File: config.mk
export PLATFORM = sky130hd
export DESIGN_NAME = vxp_prefix_extract
export DESIGN_NICKNAME = d
export VERILOG_FILES = /design/src/rtl/vxp_pkg.sv /design/src/rtl/vxp_capture.sv /design/src/rtl/vxp_fields.sv /design/src/rtl/vxp_imm_reg.sv /design/src/rtl/vxp_prefix_extract.sv
export SDC_FILE = /design/constraint.sdc
export NUM_CORES = 1
export LEC_CHECK = 0
export BUFFER_PORTS_ARGS = -buffer_cell sky130_fd_sc_hd__buf_4
export CAP_MARGIN = 20
export CORE_ASPECT_RATIO = 0.75
export CORE_UTILIZATION = 38
export CTS_BUF_LIST = sky130_fd_sc_hd__clkbuf_8
export CTS_CLUSTER_DIAMETER = 30
export DETAILED_ROUTE_END_ITERATION = 10
export PLACE_DENSITY = 0.68
export SETUP_SLACK_MARGIN = 0.1
export SLEW_MARGIN = 10
export SYNTH_ARGS = -nofsm -noshare
export SYNTH_HDL_FRONTEND = slang
export SYNTH_SLANG_ARGS = --single-unit
File: constraint.sdc
create_clock -name clk -period 1.4 [get_ports clk]
set_input_delay 0.35 -clock clk [delete_from_list [all_inputs] [get_ports clk]]
set_output_delay 0.35 -clock clk [all_outputs]
set_load 0.01 [all_outputs]
File: src/rtl/vxp_pkg.sv
package vxp_pkg;
   localparam int VXP_BYTE_W = 8;
   localparam int VXP_IDX_W  = 4;
   localparam int VXP_REG_W  = 4;
   localparam int VXP_EXT_W  = 4;
   localparam logic [7:0] VXP_OP_LONG  = 8'hC4;
   localparam logic [7:0] VXP_OP_SHORT = 8'hC5;
   localparam logic [4:0] VXP_MAP_MAX  = 5'd3;

   typedef enum logic [1:0] {ST_IDLE, ST_PAY1, ST_PAY2, ST_DONE} vxp_state_e;

   typedef struct packed {
      logic [VXP_IDX_W-1:0] idx;
      logic [VXP_EXT_W-1:0] ext;
      logic                 vl;
      logic                 w;
      logic [VXP_REG_W-1:0] vreg;
   } vxp_fields_t;
endpackage

File: src/rtl/vxp_capture.sv
module vxp_capture
   import vxp_pkg::*;
#(
   parameter int BYTE_W = VXP_BYTE_W
) (
   input  logic              clk,
   input  logic              rst_n,
   input  logic              start,
   input  logic [BYTE_W-1:0] op_byte,
   input  logic              mode64,
   input  logic [3:0]        ext_allow,
   input  logic              byte_valid,
   input  logic [BYTE_W-1:0] byte_in,
   input  logic              end_of_input,
   output logic              take,
   output logic              busy,
   output logic              done,
   output logic              vec_ok,
   output logic              err,
   output logic              long_q,
   output logic              m64_q,
   output logic [3:0]        mask_q,
   output logic [BYTE_W-1:0] b1_q,
   output logic [BYTE_W-1:0] b2_q
);
   localparam int TOP = BYTE_W - 1;

   vxp_state_e state;
   logic       mod_ok;
   logic       map_bad;

   assign mod_ok  = m64_q || (byte_in[TOP:TOP-1] == 2'b11);
   assign map_bad = (b1_q[4:0] == 5'd0) || (b1_q[4:0] > VXP_MAP_MAX);
   assign busy    = (state == ST_PAY1) || (state == ST_PAY2);
   assign done    = (state == ST_DONE);

   always_comb begin
      take = 1'b0;
      if (byte_valid && !end_of_input) begin
         if (state == ST_PAY1)      take = mod_ok;
         else if (state == ST_PAY2) take = 1'b1;
      end
   end

   always_ff @(posedge clk or negedge rst_n) begin
      if (!rst_n) begin
         state  <= ST_IDLE;
         long_q <= 1'b0;
         m64_q  <= 1'b0;
         mask_q <= '0;
         b1_q   <= '0;
         b2_q   <= '0;
         vec_ok <= 1'b0;
         err    <= 1'b0;
      end else if (start) begin
         long_q <= (op_byte == VXP_OP_LONG);
         m64_q  <= mode64;
         mask_q <= ext_allow;
         b1_q   <= '0;
         b2_q   <= '0;
         vec_ok <= 1'b0;
         err    <= 1'b0;
         state  <= (op_byte == VXP_OP_LONG || op_byte == VXP_OP_SHORT) ? ST_PAY1 : ST_DONE;
      end else begin
         case (state)
            ST_PAY1: begin
               if (end_of_input) begin
                  state <= ST_DONE;
                  err   <= 1'b1;
               end else if (byte_valid) begin
                  if (!mod_ok) begin
                     state <= ST_DONE;
                  end else begin
                     b1_q <= byte_in;
                     if (long_q) begin
                        state <= ST_PAY2;
                     end else begin
                        state  <= ST_DONE;
                        vec_ok <= 1'b1;
                     end
                  end
               end
            end
            ST_PAY2: begin
               if (end_of_input) begin
                  state <= ST_DONE;
                  err   <= 1'b1;
               end else if (byte_valid) begin
                  b2_q   <= byte_in;
                  vec_ok <= 1'b1;
                  err    <= map_bad;
                  state  <= ST_DONE;
               end
            end
            default: ;
         endcase
      end
   end


   eoi_err_chk: assert property (@(posedge clk) disable iff (!rst_n)
      (busy && end_of_input && !start) |=> (done && err && !vec_ok));


   legacy_keep_chk: assert property (@(posedge clk) disable iff (!rst_n)
      ((state == ST_PAY1) && byte_valid && !end_of_input && !start && !m64_q &&
       (byte_in[TOP:TOP-1] != 2'b11)) |=> (done && !vec_ok && !err));


   short_one_byte_chk: assert property (@(posedge clk) disable iff (!rst_n)
      ((state == ST_PAY1) && take && !long_q && !start) |=> (done && vec_ok));
endmodule

File: src/rtl/vxp_fields.sv
module vxp_fields
   import vxp_pkg::*;
#(
   parameter int BYTE_W = VXP_BYTE_W
) (
   input  logic              long_q,
   input  logic              m64_q,
   input  logic [3:0]        mask_q,
   input  logic              vec_ok,
   input  logic [BYTE_W-1:0] b1_q,
   input  logic [BYTE_W-1:0] b2_q,
   output vxp_fields_t       f
);
   logic [BYTE_W-1:0] last_b;
   logic [3:0]        ext_raw;

   assign last_b = long_q ? b2_q : b1_q;

   always_comb begin
      if (long_q) ext_raw = {b2_q[7], ~b1_q[7], ~b1_q[6], ~b1_q[5]};
      else        ext_raw = {1'b0, ~b1_q[7], 2'b00};
      f = '0;
      if (vec_ok) begin
         f.idx  = long_q ? {b2_q[1:0], b1_q[1:0]} : {b1_q[1:0], 2'b01};
         f.ext  = m64_q ? (ext_raw & mask_q) : '0;
         f.vl   = last_b[2];
         f.w    = long_q & b2_q[7];
         f.vreg = ~last_b[6:3];
      end
   end
endmodule

File: src/rtl/vxp_imm_reg.sv
module vxp_imm_reg
   import vxp_pkg::*;
#(
   parameter int BYTE_W = VXP_BYTE_W,
   parameter int REG_W  = VXP_REG_W
) (
   input  logic              mode64,
   input  logic [BYTE_W-1:0] imm_byte,
   output logic [REG_W-1:0]  imm_reg
);
   localparam int HI = BYTE_W - 1;
   localparam int LO = BYTE_W - REG_W;

   assign imm_reg = mode64 ? imm_byte[HI:LO] : {1'b0, imm_byte[HI-1:LO]};
endmodule

File: src/rtl/vxp_prefix_extract.sv
module vxp_prefix_extract
   import vxp_pkg::*;
#(
   parameter int BYTE_W   = VXP_BYTE_W,
   parameter int REG_W    = VXP_REG_W,
   parameter bit IMM_PIPE = 1'b0
) (
   input  logic              clk,
   input  logic              rst_n,
   input  logic              start,
   input  logic [BYTE_W-1:0] op_byte,
   input  logic              mode64,
   input  logic [3:0]        ext_allow,
   input  logic              byte_valid,
   input  logic [BYTE_W-1:0] byte_in,
   input  logic              end_of_input,
   input  logic [BYTE_W-1:0] imm_byte,
   output logic              take,
   output logic              busy,
   output logic              done,
   output logic              is_vec,
   output logic              err,
   output logic [3:0]        map_idx,
   output logic [3:0]        ext_eff,
   output logic              vec_l,
   output logic              w_bit,
   output logic [REG_W-1:0]  vreg,
   output logic [REG_W-1:0]  imm_reg
);
   generate
      if (BYTE_W != 8) begin : g_bad_byte
         $error("vxp_prefix_extract: BYTE_W must be 8");
      end
      if (REG_W != VXP_REG_W) begin : g_bad_reg
         $error("vxp_prefix_extract: REG_W must match the package register width");
      end
   endgenerate

   logic              long_q, m64_q;
   logic [3:0]        mask_q;
   logic [BYTE_W-1:0] b1_q, b2_q;
   vxp_fields_t       fl;
   logic [REG_W-1:0]  imm_d;

   vxp_capture #(.BYTE_W(BYTE_W)) u_cap (
      .clk(clk), .rst_n(rst_n), .start(start), .op_byte(op_byte), .mode64(mode64),
      .ext_allow(ext_allow), .byte_valid(byte_valid), .byte_in(byte_in),
      .end_of_input(end_of_input), .take(take), .busy(busy), .done(done),
      .vec_ok(is_vec), .err(err), .long_q(long_q), .m64_q(m64_q), .mask_q(mask_q),
      .b1_q(b1_q), .b2_q(b2_q));

   vxp_fields #(.BYTE_W(BYTE_W)) u_fld (
      .long_q(long_q), .m64_q(m64_q), .mask_q(mask_q), .vec_ok(is_vec),
      .b1_q(b1_q), .b2_q(b2_q), .f(fl));

   vxp_imm_reg #(.BYTE_W(BYTE_W), .REG_W(REG_W)) u_imm (
      .mode64(mode64), .imm_byte(imm_byte), .imm_reg(imm_d));

   generate
      if (IMM_PIPE) begin : g_imm_reg
         always_ff @(posedge clk or negedge rst_n) begin
            if (!rst_n) imm_reg <= '0;
            else        imm_reg <= imm_d;
         end
      end else begin : g_imm_comb
         assign imm_reg = imm_d;
      end
   endgenerate

   assign map_idx = fl.idx;
   assign ext_eff = fl.ext;
   assign vec_l   = fl.vl;
   assign w_bit   = fl.w;
   assign vreg    = fl.vreg;


   hold_fields_chk: assert property (@(posedge clk) disable iff (!rst_n)
      (done && !start) |=> $stable({map_idx, ext_eff, vec_l, w_bit, vreg, is_vec, err}));


   short_w_zero_chk: assert property (@(posedge clk) disable iff (!rst_n)
      (done && is_vec && !long_q) |-> (!w_bit && !ext_eff[3]));


   narrow_ext_zero_chk: assert property (@(posedge clk) disable iff (!rst_n)
      (done && !m64_q) |-> (ext_eff == 4'h0));
endmodule

Yosys cells after proc, flatten, opt, wreduce, memory -nomap -nowiden
Cells that the tools add are included.
{"block": "op_classes", "magnitude_cmp": 1, "n_eq_ne": 16, "muxes": 40, "bitwise_logic": 6, "n_reduce_logical": 17}
{"operator": "two-way mux 8 bit", "n": 9}
{"operator": "inequality test 3 bit, second input constant", "n": 6}
{"operator": "equality test 8 bit, second input constant", "n": 2}
{"operator": "two-way mux 4 bit", "n": 4}
{"operator": "two-way mux 1 bit", "n": 15}
{"operator": "two-way mux 14 bit", "n": 1}
{"operator": "two-way mux 2 bit", "n": 7}
{"operator": "AND reduction 3 bit", "n": 3}
{"operator": "inequality test 4 bit, second input constant", "n": 2}
{"operator": "nonzero test 2 bit", "n": 4}
{"operator": "two-way mux 7 bit", "n": 1}
{"operator": "AND reduction 7 bit", "n": 1}
{"operator": "equality test 2 bit, second input constant", "n": 3}
{"operator": "> comparator 5 x 2 -> 1 bit, second input constant", "n": 1}
{"operator": "zero test 5 bit", "n": 1}
{"operator": "bitwise AND 4 bit", "n": 1}
{"operator": "logical OR 1 bit", "n": 4}
{"operator": "inverter 4 bit", "n": 1}
{"operator": "case mux 1 bit (2 select lines)", "n": 2}
{"operator": "case mux 2 bit (2 select lines)", "n": 1}
{"operator": "AND reduction 4 bit", "n": 1}
{"operator": "inequality test 3 x 2 -> 1 bit, second input constant", "n": 1}
{"operator": "inverter 1 bit", "n": 3}
{"operator": "nonzero test 3 bit", "n": 1}
{"operator": "5 further kinds", "n": 5}
{"block": "totals", "reg_bits": 26, "in_bits": 34, "out_inout_bits": 23, "wordCells": 88}

Logic depth before layout (Yosys ltp)
{"block": "depth", "word_depth": 7, "depth_mapped": 6, "ltp_nobuf": 5}

Modules after synthesis
From an unflattened synthesis, not the netlist that was laid out.
{"block": "hier_totals", "hier_cells": 146, "area_unflattened_um2": 1505.2}
{"module": "vxp_capture", "instances": 1, "cells_per_inst": 116, "area_per_inst_um2": 1260.0, "seq_area_each_um2": 650.6}
{"module": "vxp_fields", "instances": 1, "cells_per_inst": 26, "area_per_inst_um2": 216.5, "seq_area_each_um2": 0.0}
{"module": "vxp_imm_reg", "instances": 1, "cells_per_inst": 4, "area_per_inst_um2": 28.8, "seq_area_each_um2": 0.0}

Worst setup path before layout
No wires, ideal clock.
{"block": "synth_path", "path_kind": "flip-flop to flip-flop", "start": "register u_cap.state[0]", "end": "register u_cap.b2_q[0]", "setup_time_ns": 0.125, "t_arrival_ns": 1.294, "required_time_ns": 1.275, "slack_ns": -0.019, "stages_incl_launch_ff": 5, "n_path_buf": 0, "synth_period_minus_slack_ns": 1.419, "cell_sequence": "dfrtp_1 inv_1 ha_1 a21oi_4 mux2_4"}
{"block": "synth_between", "elab_chain_len": 3}
{"item": "from (decl)", "line": "vxp_capture.sv:28", "source": "vxp_state_e state;"}
{"item": "from (signal assigned)", "line": "vxp_capture.sv:63", "source": "state <= (op_byte == VXP_OP_LONG || op_byte == VXP_OP_SHORT) ? ST_PAY1 : ST_DONE;"}
{"item": "equality test 2 bit", "line": "vxp_capture.sv:65", "source": "case (state)"}
{"item": "nonzero test 2 bit (no source line)"}
{"item": "AND reduction 3 bit (no source line)"}
{"item": "to (signal assigned)", "line": "vxp_capture.sv:89", "source": "b2_q <= byte_in;"}
{"item": "to (decl)", "line": "vxp_capture.sv:24", "source": "output logic [BYTE_W-1:0] b2_q"}
Every way passes these cells.
A chain may end at the register's enable or synchronous reset.

Worst setup path in the final report
{"block": "layout_path", "start": "register u_cap.state[1]", "end": "output take"}
{"block": "layout_between", "elab_chain_len": 4, "elab_cells_between_ends": 5, "cone_classes": "eq/ne (2); mux (3)"}
{"item": "equality test 2 bit", "line": "vxp_capture.sv:41", "source": "else if (state == ST_PAY2) take = 1'b1;"}
{"item": "two-way mux 1 bit", "line": "vxp_capture.sv:41"}
{"item": "two-way mux 1 bit *", "line": "vxp_capture.sv:40", "source": "if (state == ST_PAY1) take = mod_ok;"}
{"item": "two-way mux 1 bit *", "line": "vxp_capture.sv:39", "source": "if (byte_valid && !end_of_input) begin"}
{"item": "to (decl)", "line": "vxp_prefix_extract.sv:18", "source": "output logic take,"}
Every way passes the cells marked *; elsewhere a longest branch is shown, timed or not.

==> metrics.md <==
| Metric | Value |
|---|---|
| Outcome | `finished with violations` |
| Power density normalized to cell area | `678 mW/mm²` |
| Initial antenna violation count | `0` |
| TritonCTS clock tree | `yes` |
| CTS buffer count | `3` |
| Number of placement rows | `19` |
| Fin util | `between 60% and 70%` |
| Vias per cell | `4.92` |
| Placement Cell Area | `just under 0.002 mm²` |
| Maximum clock rate | `~0.61 GHz` |
| Initial cell density of the core | `between 30% and 40%` |
| CTS Sinks | `26` |
| Final Hold Violating Endpoints | `0` |
| Total Power | `roughly 1500 µW` |
| Final estimated routing congestion in global placement | `a little under 0.8` |
| Nature of the critical path startpoint | `register` |
| Synthesis-stage register bit count | `26` |
| Unrepaired setup endpoints after global routing | `yes` |
| Net count of the mapped netlist | `roughly 170` |
| Number of instances in the synthesized netlist | `135` |
| Global Route Usage Sum | `between 10% and 20%` |
| Most area-consuming cells after synthesis | `dfrtp_1 45%, mux2i_1 9.6%, mux2_2 6.2%` |
| Worst endpoint required time | `about 1100 ps` |
| Post-route worst setup slack | `-233 ps` |
| Die boundary width | `73.6 µm` |
| Routed wire per std cell | `between 10 and 15 µm` |
| Wire length of the first global-routing pass | `around 6.1 mm` |
| Number of antenna repair diodes | `0` |
| Biggest area consumer among synthesized cells | `dfrtp_1` |
| Final total negative setup slack | `-3070 ps` |
| Maximum VDD drop | `between 0.4 and 0.5 mV` |
| Yosys warning total | `0` |
| Number of different library cells in the post-synthesis netlist | `34` |
| Number of enable flip-flop cells after synthesis | `0` |
| Async set or reset register ratio after synthesis | `between 90% and 100%` |
| Final-stage net count | `roughly 230` |
| Clock slew at reported path FFs | `90 ps` |
| Cell type of the slowest stage on the worst timing path | `dfrtp_2` |
| Largest net degree at the start of global routing | `27` |
| Synth Flop Type | `dfrtp_1` |
| Final Setup Violations | `28` |
| Largest fanout on the critical path | `4` |
| Commonest cells in the synthesized netlist | `26 x dfrtp_1, 14 x mux2i_1, 11 x nand2b_1` |
| Detailed-routing iteration count for the pre-antenna-repair pass | `4` |
| Min Tclk post-route | `approximately 1600 ps` |
| Layout cell share with drive strength beyond 1 | `57.4%` |
| Maxcap violations | `0` |
| Number of H-tree levels | `1` |
| Most common cell in the synthesized netlist | `dfrtp_1` |
| Via count of the first global-routing pass | `1300` |
| Maximum clock skew at final layout | `around 2.9 ps` |
| Post-synthesis average cell area | `10.8 µm²` |
| Total congestion overflow after global routing | `0` |
| I/O pin count | `57` |
| Port-buffer cells | `between 40 and 50` |
| Worst path cell trace | `inv_2 -> ha_4 -> o21ai_4 -> a21oi_2 -> buf_4` |
| Final Instance Area | `around 0.0022 mm²` |
| Remaining design rule violation count | `0` |
| Proportion of synthesized chip area in sequential cells | `between 40% and 50%` |
| Relative slew margins | `between 70% and 80%` |
| Die area | `0.00410 mm²` |
| Netlist Area Pre-Place | `about 0.0015 mm²` |
| Routed wire length | `between 3 and 4 mm` |
| Kind of end point of the critical path | `output pin` |
| Worst EP arrival | `1280 ps` |
| Later-pin clock latency in the skew report | `between 200 and 300 ps` |
| Clk Tree Root Cell | `clkbuf_8` |
| Delay of the slowest critical-path stage | `around 450 ps` |
| Detailed Place HPWL | `roughly 2.5 mm` |
| Core Footprint | `around 0.0037 mm²` |
| Critical path start-end classification | `reg2out` |
| Failing checks | `setup timing` |
| Filler instances | `roughly 330` |
| Antenna violation net count after detailed routing | `0` |
| Maximum clock path buffer count | `2` |
| Final Max Slew Viols | `0` |
| Post-synth top area share | `around 45%` |
| Die height | `~56 µm` |
| Vias | `around 1200` |
| Slew of the pin with the lowest slew margin | `approximately 330 ps` |
| Number of DRC markers after the initial detailed-route iteration | `21` |
| Share of the clock period used by the worst path after layout | `117%` |
| Area growth, synth to finish | `52.2%` |
| Hold Path Class | `in2reg` |
| Leakage power summed over all cells | `0.00104 µW` |
per-layer routing:
metal / up-vias / part of all wire [%] / wire length [µm] / track usage [%]
met5: - / 0 / 0 / 0
met4: 0 / 0.64 / 23 / 1.65
met3: 4 / 4.5 / 163 / 4.71
met2: 41 / 48 / 1740 / 32.4
met1: 588 / 47 / 1680 / 26.5
li1: 583 / - / - / -
path summary, 6_finish.rpt:
path | start | slack (ps) | endpoint | cells past startpoint
min reg2reg | u_cap.mask_q[2]$_DFFE_PN0P_ | 510 | u_cap.mask_q[2]$_DFFE_PN0P_ | 1
max in group asynchronous | rst_n | 600 | u_cap.state[1]$_DFFE_PN0P_ | 2
max reg2reg | u_cap.state[0]$_DFFE_PN0P_ | -50 | u_cap.b2_q[4]$_DFFE_PN0P_ | 6
min in group asynchronous | rst_n | 520 | u_cap.mask_q[3]$_DFFE_PN0P_ | 2
max | u_cap.state[1]$_DFFE_PN0P_ | -230 | take | 5
min | op_byte[0] | 260 | u_cap.long_q$_DFFE_PN0P_ | 2
report_power, final:
group	internal (µW)	switching, µW	total (µW)
registers	786	25.0	811
clock network	251	232	484
logic	121	92.4	213
total	1160	350	1510
through the flow:
step	setup WS (ps)	instances	hold slack, ps
after floorplan	55.1	135	54.4
final	-233	247	259
after detailed placement	-61.8	235	277
after global routing	-305	247	266
after global placement	-42.4	235	279
after CTS	-259	246	254
final cells by class:
type | count | area (µm²) | area share, %
Tap cell | 52 | 65.1 | 2.92
Sequential cell | 26 | 654 | 29.4
Multi-Input combinational cell | 89 | 873 | 39.3
Timing Repair Buffer | 65 | 536 | 24.1
Clock buffer | 4 | 55.1 | 2.47
Inverter | 11 | 41.3 | 1.86
state kept, by name, summed over array words and instances (netlist names):
| signal | count |
|---|---|
| u_cap.b1_q | 8 |
| u_cap.b2_q | 8 |
| u_cap.err | 1 |
| u_cap.long_q | 1 |
| u_cap.m64_q | 1 |
| u_cap.mask_q | 4 |
| u_cap.state | 2 |
| u_cap.vec_ok | 1 |
cells in the final DEF (no fill, tap or decap), drive strengths merged, types with 3 or more instances in the layout:
cell and count:
a211oi 6, ha 3, mux2 11, nor4 3, mux2i 14, inv 10
and3 3, nor2 7, a21oi 4, buf 64, clkbuf 4, nand2b 11
dfrtp 26, nor2b 10
logic make-up (layout without fill, tap and decap cells):
group / count (synthesis) / after routing / synth area share [%]
compound gates: 17 / 17 / 9.08
buf+inv: 20 / 80 / 6.51
mux: 25 / 25 / 18.8
simple gates: 44 / 44 / 18.5
fa+ha+maj: 3 / 3 / 2.57
flops: 26 / 26 / 44.5
worst max-delay path: cells and delay by family, from the launching register on:
family / cells / cell delay (ps)
AOI/OAI and AO/OA: 2 / 180
buffers and inverters: 2 / 220
DFF: 1 / 450
adders and majority gates: 1 / 170
what timing repair did:
action                                  in CTS  in global routing
setup buffers                                6                  3
endpoints found under the setup margin      36                 38
hold buffers                                 1                  0
pin swaps                                   11                 13
hold endpoints to repair                    26                  0
gates resized for setup                     38                  9
Note: power is estimated with default switching activity, not from simulation.
